## src/rtl/sdma_pkg.sv

```systemverilog
package sdma_pkg;
  localparam int unsigned LEN_W  = 12;
  localparam int unsigned CNT_W  = 8;
  localparam int unsigned SKIP_W = 12;

  typedef struct packed {
    logic [SKIP_W-1:0] skip;
    logic [CNT_W-1:0]  rows_m1;
    logic [LEN_W-1:0]  len_m1;
  } shape_t;

  typedef enum logic [1:0] {
    ST_IDLE  = 2'd0,
    ST_FETCH = 2'd1,
    ST_STORE = 2'd2
  } dma_st_e;

  typedef enum logic {
    DIR_TO_LOC = 1'b0,
    DIR_TO_EXT = 1'b1
  } dma_dir_e;
endpackage

```

## src/rtl/sdma_decode.sv

```systemverilog
module sdma_decode
  import sdma_pkg::*;
#(
  parameter int unsigned EXT_AW = 32
) (
  input  shape_t              shape,
  input  logic [EXT_AW-1:0]   ext_raw,
  output logic [LEN_W:0]      row_bytes,
  output logic [EXT_AW-1:0]   ext_fixed
);
  localparam int unsigned SUM_W = LEN_W + 2;

  logic [SUM_W-1:0] bytes_plus;

  // length field is minus-one coded; round up to whole words
  always_comb begin
    bytes_plus = SUM_W'(shape.len_m1) + SUM_W'(4);
    bytes_plus[1:0] = 2'b00;
    row_bytes = bytes_plus[LEN_W:0];
  end

  // unaligned external address drops to an 8-byte boundary
  always_comb begin
    ext_fixed = ext_raw;
    if (ext_raw[1:0] != 2'b00) begin
      ext_fixed[2:0] = 3'b000;
    end
  end
endmodule

```

## src/rtl/sdma_regs.sv

```systemverilog
module sdma_regs
  import sdma_pkg::*;
#(
  parameter int unsigned EXT_AW = 32,
  parameter int unsigned LOC_AW = 12
) (
  input  logic              clk,
  input  logic              rst_n,
  input  logic              reg_we,
  input  logic [1:0]        reg_sel,
  input  logic [31:0]       reg_wdata,
  output logic [31:0]       reg_rdata,
  input  logic              busy,
  input  logic              row_adv,
  input  logic [LEN_W:0]    row_bytes,
  input  logic [EXT_AW-1:0] ext_fixed,
  output logic              start,
  output dma_dir_e          dir_q,
  output shape_t            shape_q,
  output logic [LOC_AW:0]   loc_q,
  output logic [EXT_AW-1:0] ext_q
);
  localparam int unsigned LA_W = LOC_AW + 1;

  logic [LOC_AW:0]   loc_d;
  logic [EXT_AW-1:0] ext_d;
  shape_t            shape_d;
  dma_dir_e          dir_d;
  logic              reg_en;
  logic              sw_wr;
  logic [LOC_AW:0]   loc_skip;
  logic [EXT_AW-1:0] ext_skip;

  assign sw_wr = reg_we && !busy;

  always_comb begin
    loc_skip = '0;
    ext_skip = '0;
    if (dir_q == DIR_TO_LOC) begin
      loc_skip = LA_W'(shape_q.skip);
    end else begin
      ext_skip = EXT_AW'(shape_q.skip);
    end
  end

  always_comb begin
    loc_d   = loc_q;
    ext_d   = ext_q;
    shape_d = shape_q;
    dir_d   = dir_q;
    start   = 1'b0;
    if (sw_wr) begin
      case (reg_sel)
        2'd0: loc_d = reg_wdata[LOC_AW:0];
        2'd1: ext_d = reg_wdata[EXT_AW-1:0];
        default: begin
          if (reg_wdata[LEN_W-1:0] != '0) begin
            start   = 1'b1;
            shape_d = shape_t'(reg_wdata);
            dir_d   = dma_dir_e'(reg_sel[0]);
            ext_d   = ext_fixed;
          end
        end
      endcase
    end else if (row_adv) begin
      loc_d = loc_q + LA_W'(row_bytes) + loc_skip;
      ext_d = ext_q + EXT_AW'(row_bytes) + ext_skip;
    end
  end

  assign reg_en = sw_wr || row_adv;

  always_ff @(posedge clk or negedge rst_n) begin
    if (!rst_n) begin
      loc_q   <= '0;
      ext_q   <= '0;
      shape_q <= '0;
      dir_q   <= DIR_TO_LOC;
    end else if (reg_en) begin
      loc_q   <= loc_d;
      ext_q   <= ext_d;
      shape_q <= shape_d;
      dir_q   <= dir_d;
    end
  end

  always_comb begin
    reg_rdata = '0;
    case (reg_sel)
      2'd0:    reg_rdata[LOC_AW:0]   = loc_q;
      2'd1:    reg_rdata[EXT_AW-1:0] = ext_q;
      default: reg_rdata             = 32'(shape_q);
    endcase
  end

  a_r3_ext_aligned_after_start: assert property (@(posedge clk) disable iff (!rst_n)
    start |=> (ext_q[1:0] == 2'b00));

  a_r10_shape_locked_while_busy: assert property (@(posedge clk) disable iff (!rst_n)
    (busy && reg_we) |=> ($stable(shape_q) && $stable(dir_q)));

  a_r1_zero_len_no_start: assert property (@(posedge clk) disable iff (!rst_n)
    (reg_we && reg_sel[1] && (reg_wdata[LEN_W-1:0] == '0)) |=> $stable(shape_q));
endmodule

```

## src/rtl/sdma_seq.sv

```systemverilog
module sdma_seq
  import sdma_pkg::*;
#(
  parameter int unsigned EXT_AW = 32,
  parameter int unsigned LOC_AW = 12
) (
  input  logic              clk,
  input  logic              rst_n,
  input  logic              start,
  input  dma_dir_e          dir,
  input  logic [LEN_W:0]    row_bytes,
  input  logic [CNT_W-1:0]  rows_m1,
  input  logic [LOC_AW:0]   loc_q,
  input  logic [EXT_AW-1:0] ext_q,
  output logic              busy,
  output logic              done,
  output logic              overrun,
  output logic              row_adv,
  output logic              loc_req,
  output logic              loc_we,
  output logic              loc_bank,
  output logic [LOC_AW-3:0] loc_waddr,
  output logic [31:0]       loc_wdata,
  input  logic              loc_gnt,
  input  logic [31:0]       loc_rdata,
  output logic              ext_req,
  output logic              ext_we,
  output logic [EXT_AW-1:0] ext_addr,
  output logic [31:0]       ext_wdata,
  input  logic              ext_gnt,
  input  logic [31:0]       ext_rdata
);
  localparam int unsigned OFF_W = LEN_W + 1;
  localparam int unsigned LS_W  = LOC_AW + 1;
  localparam int unsigned OV_W  = LOC_AW + 2;
  localparam logic [OV_W-1:0] BANK_BYTES = OV_W'(1) << LOC_AW;

  dma_st_e           st_q, st_d;
  logic [OFF_W-1:0]  off_q, off_d, off_nxt;
  logic [CNT_W-1:0]  row_q, row_d;
  logic [31:0]       data_q, data_d;
  logic              done_d, ovr_d;
  logic              st_en, data_en;
  logic              src_gnt, dst_gnt;
  logic [31:0]       src_rdata;
  logic              last_word, last_row;
  logic [LS_W-1:0]   loc_sum;
  logic [OV_W-1:0]   row_end;

  assign off_nxt   = off_q + OFF_W'(4);
  assign last_word = (off_nxt == row_bytes);
  assign last_row  = (row_q == rows_m1);

  assign src_gnt   = (dir == DIR_TO_LOC) ? ext_gnt   : loc_gnt;
  assign dst_gnt   = (dir == DIR_TO_LOC) ? loc_gnt   : ext_gnt;
  assign src_rdata = (dir == DIR_TO_LOC) ? ext_rdata : loc_rdata;

  // local word address wraps inside its bank
  assign loc_sum   = LS_W'(loc_q[LOC_AW-1:0]) + LS_W'(off_q);
  assign loc_bank  = loc_q[LOC_AW];
  assign loc_waddr = loc_sum[LOC_AW-1:2];
  assign ext_addr  = ext_q + EXT_AW'(off_q);
  assign loc_wdata = data_q;
  assign ext_wdata = data_q;

  assign row_end = OV_W'(loc_q[LOC_AW-1:0]) + OV_W'(row_bytes);

  always_comb begin
    loc_req = 1'b0;
    ext_req = 1'b0;
    loc_we  = 1'b0;
    ext_we  = 1'b0;
    case (st_q)
      ST_FETCH: begin
        if (dir == DIR_TO_LOC) ext_req = 1'b1;
        else                   loc_req = 1'b1;
      end
      ST_STORE: begin
        if (dir == DIR_TO_LOC) begin
          loc_req = 1'b1;
          loc_we  = 1'b1;
        end else begin
          ext_req = 1'b1;
          ext_we  = 1'b1;
        end
      end
      default: ;
    endcase
  end

  always_comb begin
    st_d    = st_q;
    off_d   = off_q;
    row_d   = row_q;
    data_d  = data_q;
    done_d  = 1'b0;
    ovr_d   = overrun;
    row_adv = 1'b0;
    data_en = 1'b0;
    case (st_q)
      ST_IDLE: begin
        if (start) begin
          st_d  = ST_FETCH;
          off_d = '0;
          row_d = '0;
          ovr_d = 1'b0;
        end
      end
      ST_FETCH: begin
        if ((off_q == '0) && (row_end > BANK_BYTES)) begin
          ovr_d = 1'b1;
        end
        if (src_gnt) begin
          data_d  = src_rdata;
          data_en = 1'b1;
          st_d    = ST_STORE;
        end
      end
      ST_STORE: begin
        if (dst_gnt) begin
          st_d = ST_FETCH;
          if (last_word) begin
            row_adv = 1'b1;
            off_d   = '0;
            if (last_row) begin
              st_d   = ST_IDLE;
              done_d = 1'b1;
            end else begin
              row_d = row_q + CNT_W'(1);
            end
          end else begin
            off_d = off_nxt;
          end
        end
      end
      default: st_d = ST_IDLE;
    endcase
  end

  assign st_en = (st_q != ST_IDLE) || start;

  always_ff @(posedge clk or negedge rst_n) begin
    if (!rst_n) begin
      st_q    <= ST_IDLE;
      off_q   <= '0;
      row_q   <= '0;
      overrun <= 1'b0;
    end else if (st_en) begin
      st_q    <= st_d;
      off_q   <= off_d;
      row_q   <= row_d;
      overrun <= ovr_d;
    end
  end

  always_ff @(posedge clk or negedge rst_n) begin
    if (!rst_n) begin
      data_q <= '0;
    end else if (data_en) begin
      data_q <= data_d;
    end
  end

  always_ff @(posedge clk or negedge rst_n) begin
    if (!rst_n) begin
      done <= 1'b0;
    end else begin
      done <= done_d;
    end
  end

  assign busy = (st_q != ST_IDLE);

  a_r1_idle_no_requests: assert property (@(posedge clk) disable iff (!rst_n)
    !busy |-> (!loc_req && !ext_req));

  a_r9_done_after_busy: assert property (@(posedge clk) disable iff (!rst_n)
    done |-> (!busy && $past(busy)));

  a_r9_done_single_cycle: assert property (@(posedge clk) disable iff (!rst_n)
    done |=> !done);

  a_r11_loc_hold: assert property (@(posedge clk) disable iff (!rst_n)
    (loc_req && !loc_gnt) |=> (loc_req && $stable(loc_waddr) && $stable(loc_we)));

  a_r11_ext_hold: assert property (@(posedge clk) disable iff (!rst_n)
    (ext_req && !ext_gnt) |=> (ext_req && $stable(ext_addr) && $stable(ext_we)));

  a_r11_one_side_at_a_time: assert property (@(posedge clk) disable iff (!rst_n)
    !(loc_req && ext_req));

  a_r8_overrun_sticky: assert property (@(posedge clk) disable iff (!rst_n)
    (overrun && !start) |=> overrun);
endmodule

```

## src/rtl/stride_dma.sv

```systemverilog
module stride_dma
  import sdma_pkg::*;
#(
  parameter int unsigned EXT_AW = 32,
  parameter int unsigned LOC_AW = 12,
  parameter int unsigned SYNC_N = 2
) (
  input  logic              clk,
  input  logic              rst_n,
  input  logic              reg_we,
  input  logic [1:0]        reg_sel,
  input  logic [31:0]       reg_wdata,
  output logic [31:0]       reg_rdata,
  output logic              busy,
  output logic              done,
  output logic              overrun,
  output logic              loc_req,
  output logic              loc_we,
  output logic              loc_bank,
  output logic [LOC_AW-3:0] loc_waddr,
  output logic [31:0]       loc_wdata,
  input  logic              loc_gnt,
  input  logic [31:0]       loc_rdata,
  output logic              ext_req,
  output logic              ext_we,
  output logic [EXT_AW-1:0] ext_addr,
  output logic [31:0]       ext_wdata,
  input  logic              ext_gnt,
  input  logic [31:0]       ext_rdata
);
  logic [SYNC_N-1:0] rst_pipe;
  logic              rst_n_i;

  always_ff @(posedge clk or negedge rst_n) begin
    if (!rst_n) begin
      rst_pipe <= '0;
    end else begin
      rst_pipe <= {rst_pipe[SYNC_N-2:0], 1'b1};
    end
  end
  assign rst_n_i = rst_pipe[SYNC_N-1];

  logic              start;
  logic              row_adv;
  dma_dir_e          dir_q;
  shape_t            shape_q;
  logic [LOC_AW:0]   loc_q;
  logic [EXT_AW-1:0] ext_q;
  logic [LEN_W:0]    row_bytes;
  logic [EXT_AW-1:0] ext_fixed;

  sdma_decode #(.EXT_AW(EXT_AW)) i_decode (
    .shape     (shape_q),
    .ext_raw   (ext_q),
    .row_bytes (row_bytes),
    .ext_fixed (ext_fixed)
  );

  sdma_regs #(.EXT_AW(EXT_AW), .LOC_AW(LOC_AW)) i_regs (
    .clk       (clk),
    .rst_n     (rst_n_i),
    .reg_we    (reg_we),
    .reg_sel   (reg_sel),
    .reg_wdata (reg_wdata),
    .reg_rdata (reg_rdata),
    .busy      (busy),
    .row_adv   (row_adv),
    .row_bytes (row_bytes),
    .ext_fixed (ext_fixed),
    .start     (start),
    .dir_q     (dir_q),
    .shape_q   (shape_q),
    .loc_q     (loc_q),
    .ext_q     (ext_q)
  );

  sdma_seq #(.EXT_AW(EXT_AW), .LOC_AW(LOC_AW)) i_seq (
    .clk       (clk),
    .rst_n     (rst_n_i),
    .start     (start),
    .dir       (dir_q),
    .row_bytes (row_bytes),
    .rows_m1   (shape_q.rows_m1),
    .loc_q     (loc_q),
    .ext_q     (ext_q),
    .busy      (busy),
    .done      (done),
    .overrun   (overrun),
    .row_adv   (row_adv),
    .loc_req   (loc_req),
    .loc_we    (loc_we),
    .loc_bank  (loc_bank),
    .loc_waddr (loc_waddr),
    .loc_wdata (loc_wdata),
    .loc_gnt   (loc_gnt),
    .loc_rdata (loc_rdata),
    .ext_req   (ext_req),
    .ext_we    (ext_we),
    .ext_addr  (ext_addr),
    .ext_wdata (ext_wdata),
    .ext_gnt   (ext_gnt),
    .ext_rdata (ext_rdata)
  );
endmodule

```

## config.mk

```make
export PLATFORM = sky130hd
export DESIGN_NAME = stride_dma
export DESIGN_NICKNAME = d
export VERILOG_FILES = /design/src/rtl/sdma_pkg.sv /design/src/rtl/sdma_decode.sv /design/src/rtl/sdma_regs.sv /design/src/rtl/sdma_seq.sv /design/src/rtl/stride_dma.sv
export SDC_FILE = /design/constraint.sdc
export NUM_CORES = 1
export LEC_CHECK = 0
export BUFFER_PORTS_ARGS = -buffer_cell sky130_fd_sc_hd__buf_4
export CORE_UTILIZATION = 50
export DETAILED_ROUTE_END_ITERATION = 10
export HOLD_SLACK_MARGIN = 0.12
export PLACE_DENSITY = 0.78
export SLEW_MARGIN = 10
export SYNTH_ARGS = -nofsm -noshare
export SYNTH_HDL_FRONTEND = slang
export SYNTH_SLANG_ARGS = --single-unit
```

## constraint.sdc

```tcl
create_clock -name clk -period 3.75 [get_ports clk]
set_input_delay 0 -clock clk [delete_from_list [all_inputs] [get_ports clk]]
set_output_delay 0 -clock clk [all_outputs]
set_load 0.03 [all_outputs]
```

==> metrics.md <==
| Metric | Value |
|---|---|
| Fraction of registers with async set/reset | `100.0%` |
| Seq cells post-synth | `135` |
| Hold Startpoint | `reg_sel[0]` |
| Height of the die | `between 100 and 150 um` |
| DRC errors left | `0` |
| Most frequent cells in the layout | `buf_4, dfrtp_1, nand2_1` |
| Synthesized net count | `roughly 1400` |
| CTS root buffer | `clkbuf_16` |
| Origin of the worst setup path | `i_regs.shape_q[2]` |
| Die area | `~22000 um2` |
| Synth Cell Area | `10850 um2` |
| Period Utilization, post-route | `99.54%` |
| Clk sinks | `between 100 and 150` |
| Max VDD drop | `596.3 uV` |
| Fmax | `roughly 270 MHz` |
| Ranking of synthesized cells by area | `dfrtp_1, ha_1, mux2i_1` |
| Post-synthesis sequential area ratio | `a little under a third` |
| Initial antenna violation count | `0` |
| Final WS setup | `between 0.015 and 0.02 ns` |
| Most common cell after layout, fill and taps aside | `buf_4` |
| Post-synth cell types | `73` |
| Fill cell count | `1576` |
| Area Growth Syn to Fin | `37.10%` |
| Clk_lat worst skew | `between 0.4 and 0.5 ns` |
| Row count | `53` |
| Hold crit path type | `input pin to flip-flop` |
| Die Wd | `around 150 um` |
| Place WS | `-0.07498 ns` |
| Synth warn | `0` |
| Crit Path Class | `flip-flop to flip-flop` |
| Drt first pass iters | `8` |
| Vias in the first global route | `10668` |
| Final HPWL DP | `approximately 26000 um` |
| Initial Util | `51.29%` |
| Clock tree buffer depth | `2` |
| Area of the core region | `~21000 um2` |
| Final Power | `~17 mW` |
| Measured slew at the worst slew-check pin | `between 0.7 and 0.8 ns` |
| Starting DRC count in detailed routing | `between 800 and 900` |
| Final Hold Vio Count | `0` |
| Crit path max fanout | `7` |
| Vias per cell | `5.853` |
| Primary flip-flop cell chosen by synthesis mapping | `dfrtp_1` |
| Worst flop-to-flop path startpoint | `i_regs.shape_q[2]` |
| Clk slew on worst S/H paths | `0.06 ns` |
| Critical Path RT | `4.09 ns` |
| Post-route ant nets | `0` |
| EDFF count, synth | `0` |
| Top Ports | `~250` |
| DRT Wirelength | `around 37000 um` |
| Port Buffers | `~250` |
| CTS tree | `yes` |
| Worst Setup End Kind | `flip-flop` |
| Minimum clock period | `approximately 3.7 ns` |
| Startpoint types | `flip-flop` |
| Ant. Diodes | `0` |
| Slew Limit Headroom | `47.24%` |
| Slew Limit Fails | `0` |
| Nets | `1776` |
| Wire length per cell | `around 20 um` |
| Largest area contributor in the netlist | `dfrtp_1` |
| Max cap viols | `0` |
| First-pass GRT wire length | `about 57000 um` |
| Routability congestion estimate | `approximately 0.94` |
| Area share of the largest cell type after synthesis | `between 30 and 40%` |
| Status | `complete, no violations` |
| GRT Total Usage | `between 30 and 40%` |
| Unrepaired setup endpoints after global routing | `yes` |
| Share of cells above drive strength 1 | `between 20% and 30%` |
| Inserted Clock Buffers | `17` |
| Final instance area | `approximately 15000 um2` |
| CTS H-tree depth | `4` |
| Post-Syn Area per Cell | `8.687 um2` |
| Vias | `10962` |
| Pwr dens | `approximately 1100 nW/um2` |
| Worst Clk Skew | `~0.0099 ns` |
| Post-Syn Instances | `roughly 1200` |
| Final setup fails | `0` |
| WP data arrival | `roughly 4.1 ns` |
| Remaining Overflow, GRT | `0` |
| Largest net degree at the start of global routing | `69` |
| Lkg Pwr | `between 6 and 7 nW` |
| Placed inst area | `between 10000 and 15000 um2` |
==> cells by family (layout without fill, tap and decap cells) <==
group	Yosys count	in the layout	synth area share, %
mux	87	87	8.429
buf+inv	178	527	7.599
compound gates	279	279	16.49
flops	135	135	31.13
simple gates	385	385	16.79
xor+xnor	97	97	7.899
fa+ha+maj	87	87	11.62
other cells	1	1	0.03456
==> final timing paths <==
kind	to	slack, ns	depth (start not counted)
hold reg to reg	rst_pipe[1]	0.35	0
max in group asynchronous	i_regs.shape_q[4]	2.43	1
setup reg to reg	i_regs.ext_q[25]	0.02	15
hold / removal	i_regs.dir_q	0.25	2
min in group asynchronous	i_seq.ext_wdata[25]	0.37	0
setup / recovery	i_regs.ext_q[25]	0.02	15
==> registers in the layout (all words and copies together) (netlist names) <==
register and cells:
i_seq.st_q 2, i_regs.dir_q 1, i_regs.ext_q 32, i_seq.done 1, i_seq.overrun 1, i_seq.ext_wdata 32
i_regs.shape_q 32, i_seq.row_q 8, i_regs.loc_q 13, i_seq.off_q 11, rst_pipe 2
==> timing repair <==
action	4_1_cts	5_1_grt
pin swaps	0	11
buffers inserted	0	6
hold buffers	103	0
gates resized for setup	5	39
setup endpoints to repair	5	34
hold endpoints to repair	113	0
==> synthesized netlist by cell type, drive strengths merged (47+ instances only) <==
cell,n
a21oi,74
buf,48
clkbuf,48
dfrtp,135
ha,64
inv,82
mux2i,52
nand2,131
nor2,99
o21ai,78
xnor2,50
xor2,47
==> power breakdown <==
group | internal, mW | switching [mW]
Clock | 1.05 | 0.691
Combinational | 5.26 | 6.85
Sequential | 2.06 | 0.851
Total | 8.37 | 8.40
==> metrics by stage <==
step           setup TNS (ns)  hold WS [ns]  util (%)  cells
2_1_floorplan               0       -0.2956         -   1249
3_3_place_gp                0       -0.2170     61.45   1733
3_5_place_dp         -0.07498       -0.2161     61.45   1733
4_1_cts                     0        0.2338     69.20   1867
5_1_grt               -0.9751        0.2435     70.32   1873
6_report                    0        0.2508     70.32   1873
==> worst max-delay path, stage by stage (launching register included) <==
cell and delay [ns]:
dfrtp_1 0.42, buf_6 0.15, nand2_4 0.06, nor3b_2 0.18
xor2_1 0.25, inv_2 0.08, fa_1 0.51, inv_1 0.06
ha_1 0.32, and2_4 0.16, nand3_2 0.07, or3_4 0.42
a31oi_4 0.24, nand2_4 0.11, or4_1 0.42, o211ai_1 0.18
==> per-layer routing <==
layer / GRT usage [%] / vias up / part of all wire, %
met2: 53.07 / 559 / 48
li1: - / 5002 / -
met5: 0 / - / 0
met1: 44.49 / 5295 / 41
met3: 6.024 / 106 / 8.2
met4: 11.89 / 0 / 3.1
==> layout make-up <==
type | instances | area, um2 | area share (%)
clock buffer | 18 | 429.2 | 2.885
clock inverter | 13 | 170.2 | 1.144
inverter | 82 | 307.8 | 2.069
multi-input combinational | 936 | 6847 | 46.03
sequential | 135 | 3385 | 22.75
tap | 275 | 344.1 | 2.313
timing repair buffer | 414 | 3393 | 22.81
Power figures use the tool's default switching activity.
